==> config.mk <==
export PLATFORM = sky130hd
export DESIGN_NAME = adc_result_serializer
export DESIGN_NICKNAME = d
export VERILOG_FILES = /design/src/rtl/adc_ser_pkg.sv /design/src/rtl/adc_edge_sync.sv /design/src/rtl/adc_ser_ctrl.sv /design/src/rtl/adc_ser_data.sv /design/src/rtl/adc_result_serializer.sv
export SDC_FILE = /design/constraint.sdc
export NUM_CORES = 1
export LEC_CHECK = 0
export BUFFER_PORTS_ARGS = -buffer_cell sky130_fd_sc_hd__buf_2
export CORE_MARGIN = 2
export CORE_UTILIZATION = 55
export DETAILED_ROUTE_END_ITERATION = 10
export PLACE_DENSITY = 0.75
export SLEW_MARGIN = 0
export SYNTH_ARGS = -nofsm -noshare
export SYNTH_HDL_FRONTEND = slang
export SYNTH_SLANG_ARGS = --single-unit
==> constraint.sdc <==
create_clock -name clk -period 5.4 [get_ports clk]
set_clock_uncertainty 0.1 [all_clocks]
set_input_delay 0.81 -clock clk [delete_from_list [all_inputs] [get_ports clk]]
set_output_delay 0.81 -clock clk [all_outputs]
set_load 0.05 [all_outputs]
==> src/rtl/adc_ser_pkg.sv <==
`timescale 1ns/1ps
package adc_ser_pkg;

  // Strobes from the control FSM to the datapath, one cycle wide each.
  typedef struct packed {
    logic load;   // copy the held result into the shifter
    logic shift;  // advance the shifter by one bit
    logic clear;  // empty the shifter so the data line idles low
  } serStrobe_t;

  typedef enum logic [1:0] {
    ST_IDLE    = 2'd0,  // deselected
    ST_ARMED   = 2'd1,  // selected, waiting for a frame-sync rise
    ST_SHIFT   = 2'd2,  // output enabled, counting clock edges
    ST_DRAINED = 2'd3   // released, waiting for deselect
  } serState_t;

endpackage

==> src/rtl/adc_edge_sync.sv <==
`timescale 1ns/1ps
module adc_edge_sync #(
  parameter int                 LANES     = 3,
  parameter int                 STAGES    = 2,
  parameter logic [LANES-1:0]   RESET_VAL = '0
) (
  input  logic             clk,
  input  logic             rst_n,
  input  logic [LANES-1:0] rawIn,
  output logic [LANES-1:0] lvl,
  output logic [LANES-1:0] chg
);

  for (genvar g = 0; g < LANES; g++) begin : g_lane
    logic [STAGES-1:0] pipe;
    logic              prevLvl;

    always_ff @(posedge clk or negedge rst_n) begin
      if (!rst_n) begin
        pipe    <= {STAGES{RESET_VAL[g]}};
        prevLvl <= RESET_VAL[g];
      end else begin
        pipe    <= {pipe[STAGES-2:0], rawIn[g]};
        prevLvl <= pipe[STAGES-1];
      end
    end

    assign lvl[g] = pipe[STAGES-1];
    assign chg[g] = pipe[STAGES-1] ^ prevLvl;
  end

endmodule

==> src/rtl/adc_ser_ctrl.sv <==
`timescale 1ns/1ps
module adc_ser_ctrl
  import adc_ser_pkg::*;
#(
  parameter int RELEASE_EDGE = 17,
  parameter int CNT_W        = 5
) (
  input  logic       clk,
  input  logic       rst_n,
  input  logic       csLvl,
  input  logic       csChg,
  input  logic       fsLvl,
  input  logic       fsChg,
  input  logic       sclkLvl,
  input  logic       sclkChg,
  output serStrobe_t strobe,
  output logic       sdoEn
);

  serState_t        state, stateNext;
  logic [CNT_W-1:0] edgeCnt, edgeCntNext;
  logic             enNext;

  logic csRise, csFall, fsRise, sclkRise;
  logic [CNT_W-1:0] edgeInc;

  assign csRise   = csChg & csLvl;
  assign csFall   = csChg & ~csLvl;
  assign fsRise   = fsChg & fsLvl;
  assign sclkRise = sclkChg & sclkLvl;
  assign edgeInc  = edgeCnt + CNT_W'(1);

  always_comb begin
    stateNext   = state;
    edgeCntNext = edgeCnt;
    enNext      = sdoEn;
    strobe      = '0;

    if (csRise) begin
      stateNext    = ST_IDLE;
      enNext       = 1'b0;
      strobe.clear = 1'b1;
    end else begin
      unique case (state)
        ST_IDLE: begin
          if (csFall) begin
            if (fsLvl) begin
              stateNext   = ST_SHIFT;
              enNext      = 1'b1;
              strobe.load = 1'b1;
              edgeCntNext = sclkRise ? CNT_W'(1) : '0;
            end else begin
              stateNext = ST_ARMED;
            end
          end
        end
        ST_ARMED: begin
          if (fsRise) begin
            stateNext   = ST_SHIFT;
            enNext      = 1'b1;
            strobe.load = 1'b1;
            edgeCntNext = sclkRise ? CNT_W'(1) : '0;
          end
        end
        ST_SHIFT: begin
          if (sclkRise) begin
            edgeCntNext = edgeInc;
            if (edgeInc == CNT_W'(RELEASE_EDGE)) begin
              stateNext    = ST_DRAINED;
              enNext       = 1'b0;
              strobe.clear = 1'b1;
            end else if (edgeCnt != '0) begin
              strobe.shift = 1'b1;
            end
          end
        end
        default: ; // ST_DRAINED: wait for deselect
      endcase
    end
  end

  always_ff @(posedge clk or negedge rst_n) begin
    if (!rst_n) begin
      state   <= ST_IDLE;
      edgeCnt <= '0;
      sdoEn   <= 1'b0;
    end else begin
      state   <= stateNext;
      edgeCnt <= edgeCntNext;
      sdoEn   <= enNext;
    end
  end

endmodule

==> src/rtl/adc_ser_data.sv <==
`timescale 1ns/1ps
module adc_ser_data
  import adc_ser_pkg::*;
#(
  parameter int DATA_W = 14,
  parameter int PAD_W  = 2
) (
  input  logic              clk,
  input  logic              rst_n,
  input  logic [DATA_W-1:0] resultData,
  input  logic              resultValid,
  input  serStrobe_t        strobe,
  output logic              sdo
);

  localparam int WORD_W = DATA_W + PAD_W;

  logic [DATA_W-1:0] holdReg;
  logic [WORD_W-1:0] shiftReg;

  always_ff @(posedge clk or negedge rst_n) begin
    if (!rst_n)           holdReg <= '0;
    else if (resultValid) holdReg <= resultData;
  end

  always_ff @(posedge clk or negedge rst_n) begin
    if (!rst_n)            shiftReg <= '0;
    else if (strobe.clear) shiftReg <= '0;
    else if (strobe.load)  shiftReg <= {holdReg, {PAD_W{1'b0}}};
    else if (strobe.shift) shiftReg <= {shiftReg[WORD_W-2:0], 1'b0};
  end

  assign sdo = shiftReg[WORD_W-1];

endmodule

==> src/rtl/adc_result_serializer.sv <==
`timescale 1ns/1ps
module adc_result_serializer
  import adc_ser_pkg::*;
#(
  parameter int DATA_W      = 14,
  parameter int PAD_W       = 2,
  parameter int SYNC_STAGES = 2
) (
  input  logic              clk,
  input  logic              rst_n,
  input  logic [DATA_W-1:0] resultData,
  input  logic              resultValid,
  input  logic              csN,
  input  logic              sclk,
  input  logic              fsync,
  output logic              sdo,
  output logic              sdoEn
);

  localparam int WORD_W       = DATA_W + PAD_W;
  localparam int RELEASE_EDGE = WORD_W + 1;
  localparam int CNT_W        = $clog2(RELEASE_EDGE + 1);

  // lane order: 0 = chip select, 1 = frame sync, 2 = serial clock
  localparam logic [2:0] PIN_IDLE = 3'b011;

  logic [2:0] syncLvl, syncChg;
  logic       csLvl, csChg, fsLvl, fsChg, sclkLvl, sclkChg;
  serStrobe_t strobe;

  adc_edge_sync #(
    .LANES    (3),
    .STAGES   (SYNC_STAGES),
    .RESET_VAL(PIN_IDLE)
  ) u_sync (
    .clk  (clk),
    .rst_n(rst_n),
    .rawIn({sclk, fsync, csN}),
    .lvl  (syncLvl),
    .chg  (syncChg)
  );

  assign csLvl   = syncLvl[0];
  assign csChg   = syncChg[0];
  assign fsLvl   = syncLvl[1];
  assign fsChg   = syncChg[1];
  assign sclkLvl = syncLvl[2];
  assign sclkChg = syncChg[2];

  adc_ser_ctrl #(
    .RELEASE_EDGE(RELEASE_EDGE),
    .CNT_W       (CNT_W)
  ) u_ctrl (
    .clk    (clk),
    .rst_n  (rst_n),
    .csLvl  (csLvl),
    .csChg  (csChg),
    .fsLvl  (fsLvl),
    .fsChg  (fsChg),
    .sclkLvl(sclkLvl),
    .sclkChg(sclkChg),
    .strobe (strobe),
    .sdoEn  (sdoEn)
  );

  adc_ser_data #(
    .DATA_W(DATA_W),
    .PAD_W (PAD_W)
  ) u_data (
    .clk        (clk),
    .rst_n      (rst_n),
    .resultData (resultData),
    .resultValid(resultValid),
    .strobe     (strobe),
    .sdo        (sdo)
  );

endmodule

### After elaboration in Yosys (flattened, before gate mapping)

Index checks and enable logic that the tools add are counted.

| word-level totals | value |
|---|---|
| bits in registers | 47 |
| bits in read-only memories | 0 |
| latch bits | 0 |
| memories kept | 0 |
| memory bits (writable) | 0 |

| operators by class | value |
|---|---|
| shifts and indexed selects | 0 |
| multipliers | 0 |
| multiplexer cells | 34 |
| bitwise gates (word level) | 9 |
| $add $sub $neg | 1 |
| divide/modulo/power cells | 0 |
| reductions and logical operators | 8 |
| order comparisons | 0 |
| eq/ne operators | 12 |

Operators with widths:

| kind | number |
|---|---|
| 16-bit two-way mux | 3 |
| 5-bit two-way mux | 4 |
| 2-bit two-way mux | 9 |
| 5-bit case mux with 3 select lines | 1 |
| 1-bit two-way mux | 14 |
| 3-bit by 1-bit != test with 1-bit output, second input constant | 4 |
| 6-bit AND reduction | 2 |
| 2-bit by 1-bit != test with 1-bit output, second input constant | 3 |
| 2-bit case mux with 3 select lines | 1 |
| 3-bit nonzero test | 2 |
| 5-bit by 1-bit adder with 5-bit output, second input constant | 1 |
| 5-bit equality test, second input constant | 1 |
| 5-bit AND reduction | 1 |
| 5-bit nonzero test | 1 |
| 1-bit bitwise AND | 4 |
| 4-bit nonzero test | 1 |
| 3-bit by 2-bit != test with 1-bit output, second input constant | 1 |
| 1-bit case mux with 3 select lines | 1 |
| 1-bit bitwise XOR | 3 |
| 2-bit by 1-bit equality test with 1-bit output, second input constant | 1 |
| 2-bit equality test, second input constant | 1 |
| 2-bit logical NOT | 1 |
| 2-bit != test, second input constant | 1 |
| 1-bit inverter | 2 |
| 1-bit case mux with 2 select lines | 1 |

### Longest topological paths before layout

| logic depth | value |
|---|---|
| depth in word-level cells | 9 |
| depth in mapped cells | 9 |
| gate-level depth less buffers | 7 |

### By module

Synthesis repeated with hierarchy kept, for this count alone.

| second synthesis, totals | value |
|---|---|
| cells, all modules | 192 |
| area total of the unflattened synthesis | 2252.2 µm² |

Modules (own cells, without submodules):

| module | cells each | sequential area each (µm²) | instances | area an instance (µm²) |
|---|---|---|---|---|
| adc_ser_data | 91 | 700.7 | 1 | 1244.9 |
| adc_ser_ctrl | 86 | 200.2 | 1 | 725.7 |
| adc_edge_sync | 15 | 232.7 | 1 | 281.5 |

### Worst setup path before layout

No wires, ideal clock.

| timing | value |
|---|---|
| kind | reg-to-reg |
| start point | register u_ctrl.state[0] |
| end point | register u_ctrl.edgeCnt[3] |
| arrival | 2.013 ns |
| stages on the path, launching flop included | 9 |
| slack | 3.218 ns |
| period minus slack after synthesis | 2.182 ns |
| required time | 5.231 ns |
| cells stage by stage | dfrtp_1 -> inv_1 -> ha_1 -> nand2b_1 -> a222oi_1 -> nand3_1 -> buf_2 -> or4_1 -> nand3_1 |

| on the way | value |
|---|---|
| cells in the longest elaborated chain, start to end | 3 |

Ends and longest elaborated chain:

| item | RTL line | text |
|---|---|---|
| start: declaration | adc_ser_ctrl.sv:20 | `serState_t state, stateNext;` |
| start signal: assignment | adc_ser_ctrl.sv:88 | `state <= stateNext;` |
| 2-bit equality test, or another cell as far along | adc_ser_ctrl.sv:44 | `unique case (state)` |
| 2-bit by 1-bit != test with 1-bit output (no source line), or another cell as far along | n/a |  |
| 6-bit AND reduction (no source line) | n/a |  |
| end signal: assignment | adc_ser_ctrl.sv:89 | `edgeCnt <= edgeCntNext;` |
| end: declaration | adc_ser_ctrl.sv:21 | `logic [CNT_W-1:0] edgeCnt, edgeCntNext;` |

Several ways; a longest one is shown, not always the timed one.
A chain may end at the register's enable or synchronous reset.

### Final worst setup path

| timing | value |
|---|---|
| start point | register u_ctrl.state[0] |
| end point | register u_data.shiftReg[12] |

| on the way | value |
|---|---|
| cells in the longest elaborated chain, start to end | 5 |

Ends and longest elaborated chain:

| item | RTL line | text |
|---|---|---|
| 2-bit by 1-bit equality test with 1-bit output or 2-bit logical NOT (tied branches) | adc_ser_ctrl.sv:44 |  |
| 1-bit case mux with 2 select lines | adc_ser_ctrl.sv:44 |  |
| 2-bit two-way mux | adc_ser_ctrl.sv:39 | `if (csRise) begin` |
| 16-bit two-way mux | adc_ser_data.sv:29 | `else if (strobe.load) shiftReg <= {holdReg, {PAD_W{1'b0}}};` |
| 16-bit two-way mux | adc_ser_data.sv:28 | `else if (strobe.clear) shiftReg <= '0;` |
| end signal: assignment | adc_ser_data.sv:29 |  |
| end signal: assignment | adc_ser_data.sv:30 | `else if (strobe.shift) shiftReg <= {shiftReg[WORD_W-2:0], 1'b0};` |
| end: declaration | adc_ser_data.sv:19 | `logic [WORD_W-1:0] shiftReg;` |

Several ways; a longest one is shown, not always the timed one.

==> metrics <==
first-pass GRT wire length 6437 um; Leak 0.001039 uW; number of cells on the worst hold path 0; final worst-path cycle share 53.08%; Num CTS Buffers 5; Die X-Extent 65.03 um; critical path peak fanout 14; worst reg2reg path startpoint u_ctrl.state[0]; share of cells above drive strength 1 27.66%; Peak Freq 348.9 MHz; Residual DRC 0; setup TNS 0 ns; cell-internal power 653.3 uW; largest net degree at the start of global routing 46; synth cell count leaders 39 x dfrtp_1, 14 x mux2_2, 13 x a221o_1, 13 x and4_1, 11 x nand2_1; Arr. time, crit path 3.00 ns; root buffer cell clkbuf_8; measured slew at the worst slew-check pin 0.9719 ns; IO buf count 21; Total Routing Usage GR 20.26%; Post-synth EDFFs 0; initial antenna violation count 0; r2r setup slk 2.53 ns; die height 65.03 um; area delta synth->final 12.28%; sequential share of power 46.5%; via count 1,454; syn_nets 193; NetSw 304.2 uW; hold path start u_sync.g_lane[0].pipe[0]; fillcell total 299; Worst R2R End u_data.shiftReg[12]; Mean Syn Cell Area 12.26 sq um; crit path capture type flip-flop; number of global-route vias before repair 1,416; crit path time final 2.866 ns; post-CTS sizing 0; Hold Buf Count CTS 0; Clk pwr share 27.6%; worst rel slew slack 35.07%; post-synth top area share 47.65%; Logic pwr share 25.9%; sw frac 31.77%; Hold Path Sink u_sync.g_lane[0].pipe[1]; maximum root-to-sink buffer count 2; antenna viol nets, final 0; Core ar. 3633 sq um; Overflow after GRT 0; CTS H-tree depth 2; required time of the critical path 5.53 ns; fin nets 213; YS warnings 0; cells after synthesis 167; Yosys reg bits 45; RD Place Congestion 0.8526; maximum vdd drop 0.2499 mV; row count 22; main flop type after synthesis dfrtp_1; Iter 0 DRT Violations 98; clk sinks 45; Mapped Area 2048 sq um; CTS tree built; Post-DP HPWL 2648 um; Slew Limit Fails 0; RSZ-0062 raised after global routing no; Final Hold Viols 0; starting density of the core 56.37%; top cells by area, synth dfrtp_1 48%, dfstp_2 7.7%, mux2_2 7.7%; Die Footprint 4228 sq um; Final Routed Wirelength 3799 um; # IOs 22; status finished clean; Routed wire per std cell 16.10 um; setup bufs post-CTS 0; Cell Pwr Density 416.3 nW/um^2; top-count cell post-synth dfrtp_1; R2R depth 7; drt via density 6.161; final setup fails 0; ANT cells 0; power consumption 957.5 uW; HP Class reg2reg; sequential area share after synthesis 55.35%; Distinct cells, synth 40; top cell type by total area after synthesis dfrtp_1; Skew-Pair Late Insertion Delay 0.30 ns; CP Class reg2reg; Max-Cap Viols 0; DR pass1 iterations 4; asr flop ratio synth 100.0%; clock-pin transition on the worst setup and hold timing paths 0.08 ns; Worst setup SP type flip-flop
[state kept, by name, summed over array words and instances (netlist names)]
| signal | flops |
|---|---|
| u_sync.g_lane.prevLvl | 3 |
| u_ctrl.state | 2 |
| u_ctrl.edgeCnt | 5 |
| u_ctrl.sdoEn | 1 |
| u_data.holdReg | 14 |
| u_data.shiftReg | 14 |
| u_sync.g_lane.pipe | 6 |
[critical path, stage by stage, from the launching register on]
cell      delay [ns]
dfrtp_1         0.40
inv_1           0.08
ha_1            0.27
nand3b_4        0.12
nand2_1         0.05
a21oi_1         0.63
nor2b_1         0.86
a221o_1         0.29
[power groups by stage]
stage	combinational (uW)	clock, uW	sequential (uW)
after CTS	244	269	446
after detailed placement	245	0	450
after global routing	272	282	454
after global placement	229	0	447
after floorplan	175	0	453
final	248	264	446
[cell families after synthesis]
family                     count (synthesis)  share of synthesized area, %
AOI/OAI and AO/OA                         33                         13.38
xor gates and xnor gates                   1                        0.4277
adders and majority gates                  6                         3.665
buffers and inverters                     15                         2.932
DFF                                       45                         55.35
muxes                                     14                         7.697
and+or+nand+nor                           53                         16.55
[per-stage QoR]
step | setup WS [ns] | util (%) | cells | hold WS, ns | instance area, sq um
floorplan | 3.218 | - | 167 | 0.2312 | 2048
global placement | 2.814 | 59.99 | 228 | 0.2327 | 2180
detailed placement | 2.634 | 59.99 | 228 | 0.2420 | 2180
CTS | 2.620 | 63.29 | 236 | 0.2616 | 2300
global route | 2.367 | 63.29 | 236 | 0.2685 | 2300
finish | 2.534 | 63.29 | 236 | 0.2638 | 2300
[final cells by class]
class	count	area (sq um)	share of cell area, %
clock buffer	6	82.58	3.591
clock inverter	2	37.54	1.632
inverter	7	26.28	1.143
multi-input combinational	107	854.6	37.16
sequential	45	1134	49.29
tap	48	60.06	2.612
timing repair buffer	21	105.1	4.570
[cell usage in the layout (no fill, tap or decap), types with 5 or more instances in the layout]
master    count
inv_1         6
mux2_2       14
a21oi_1       5
ha_1          6
clkbuf_8      6
nand2_1      11
a221o_1      13
nand3_1       9
dfrtp_1      39
and4_1       13
dfstp_2       6
buf_2        21
[worst max path at each step]
stage                                from             endpoint  slack (ns)  cells past startpoint
after detailed placement  u_ctrl.state[0]  u_data.shiftReg[12]        2.63                      7
after CTS                 u_ctrl.state[0]   u_data.shiftReg[8]        2.62                      7
after floorplan           u_ctrl.state[0]    u_ctrl.edgeCnt[3]        3.22                      8
after global routing      u_ctrl.state[0]   u_data.shiftReg[8]        2.37                      7
final                     u_ctrl.state[0]  u_data.shiftReg[12]        2.53                      7
after global placement    u_ctrl.state[0]  u_data.shiftReg[11]        2.81                      7
[metal layers]
layer	track usage, %	vias to the layer above	share of wire [%]
met3	5.208	9	4.7
met2	33.89	42	49
li1	-	680	-
met5	0	-	0
met1	24.94	723	44
met4	8.594	0	2.2
Note: power is estimated with default switching activity, not from simulation.
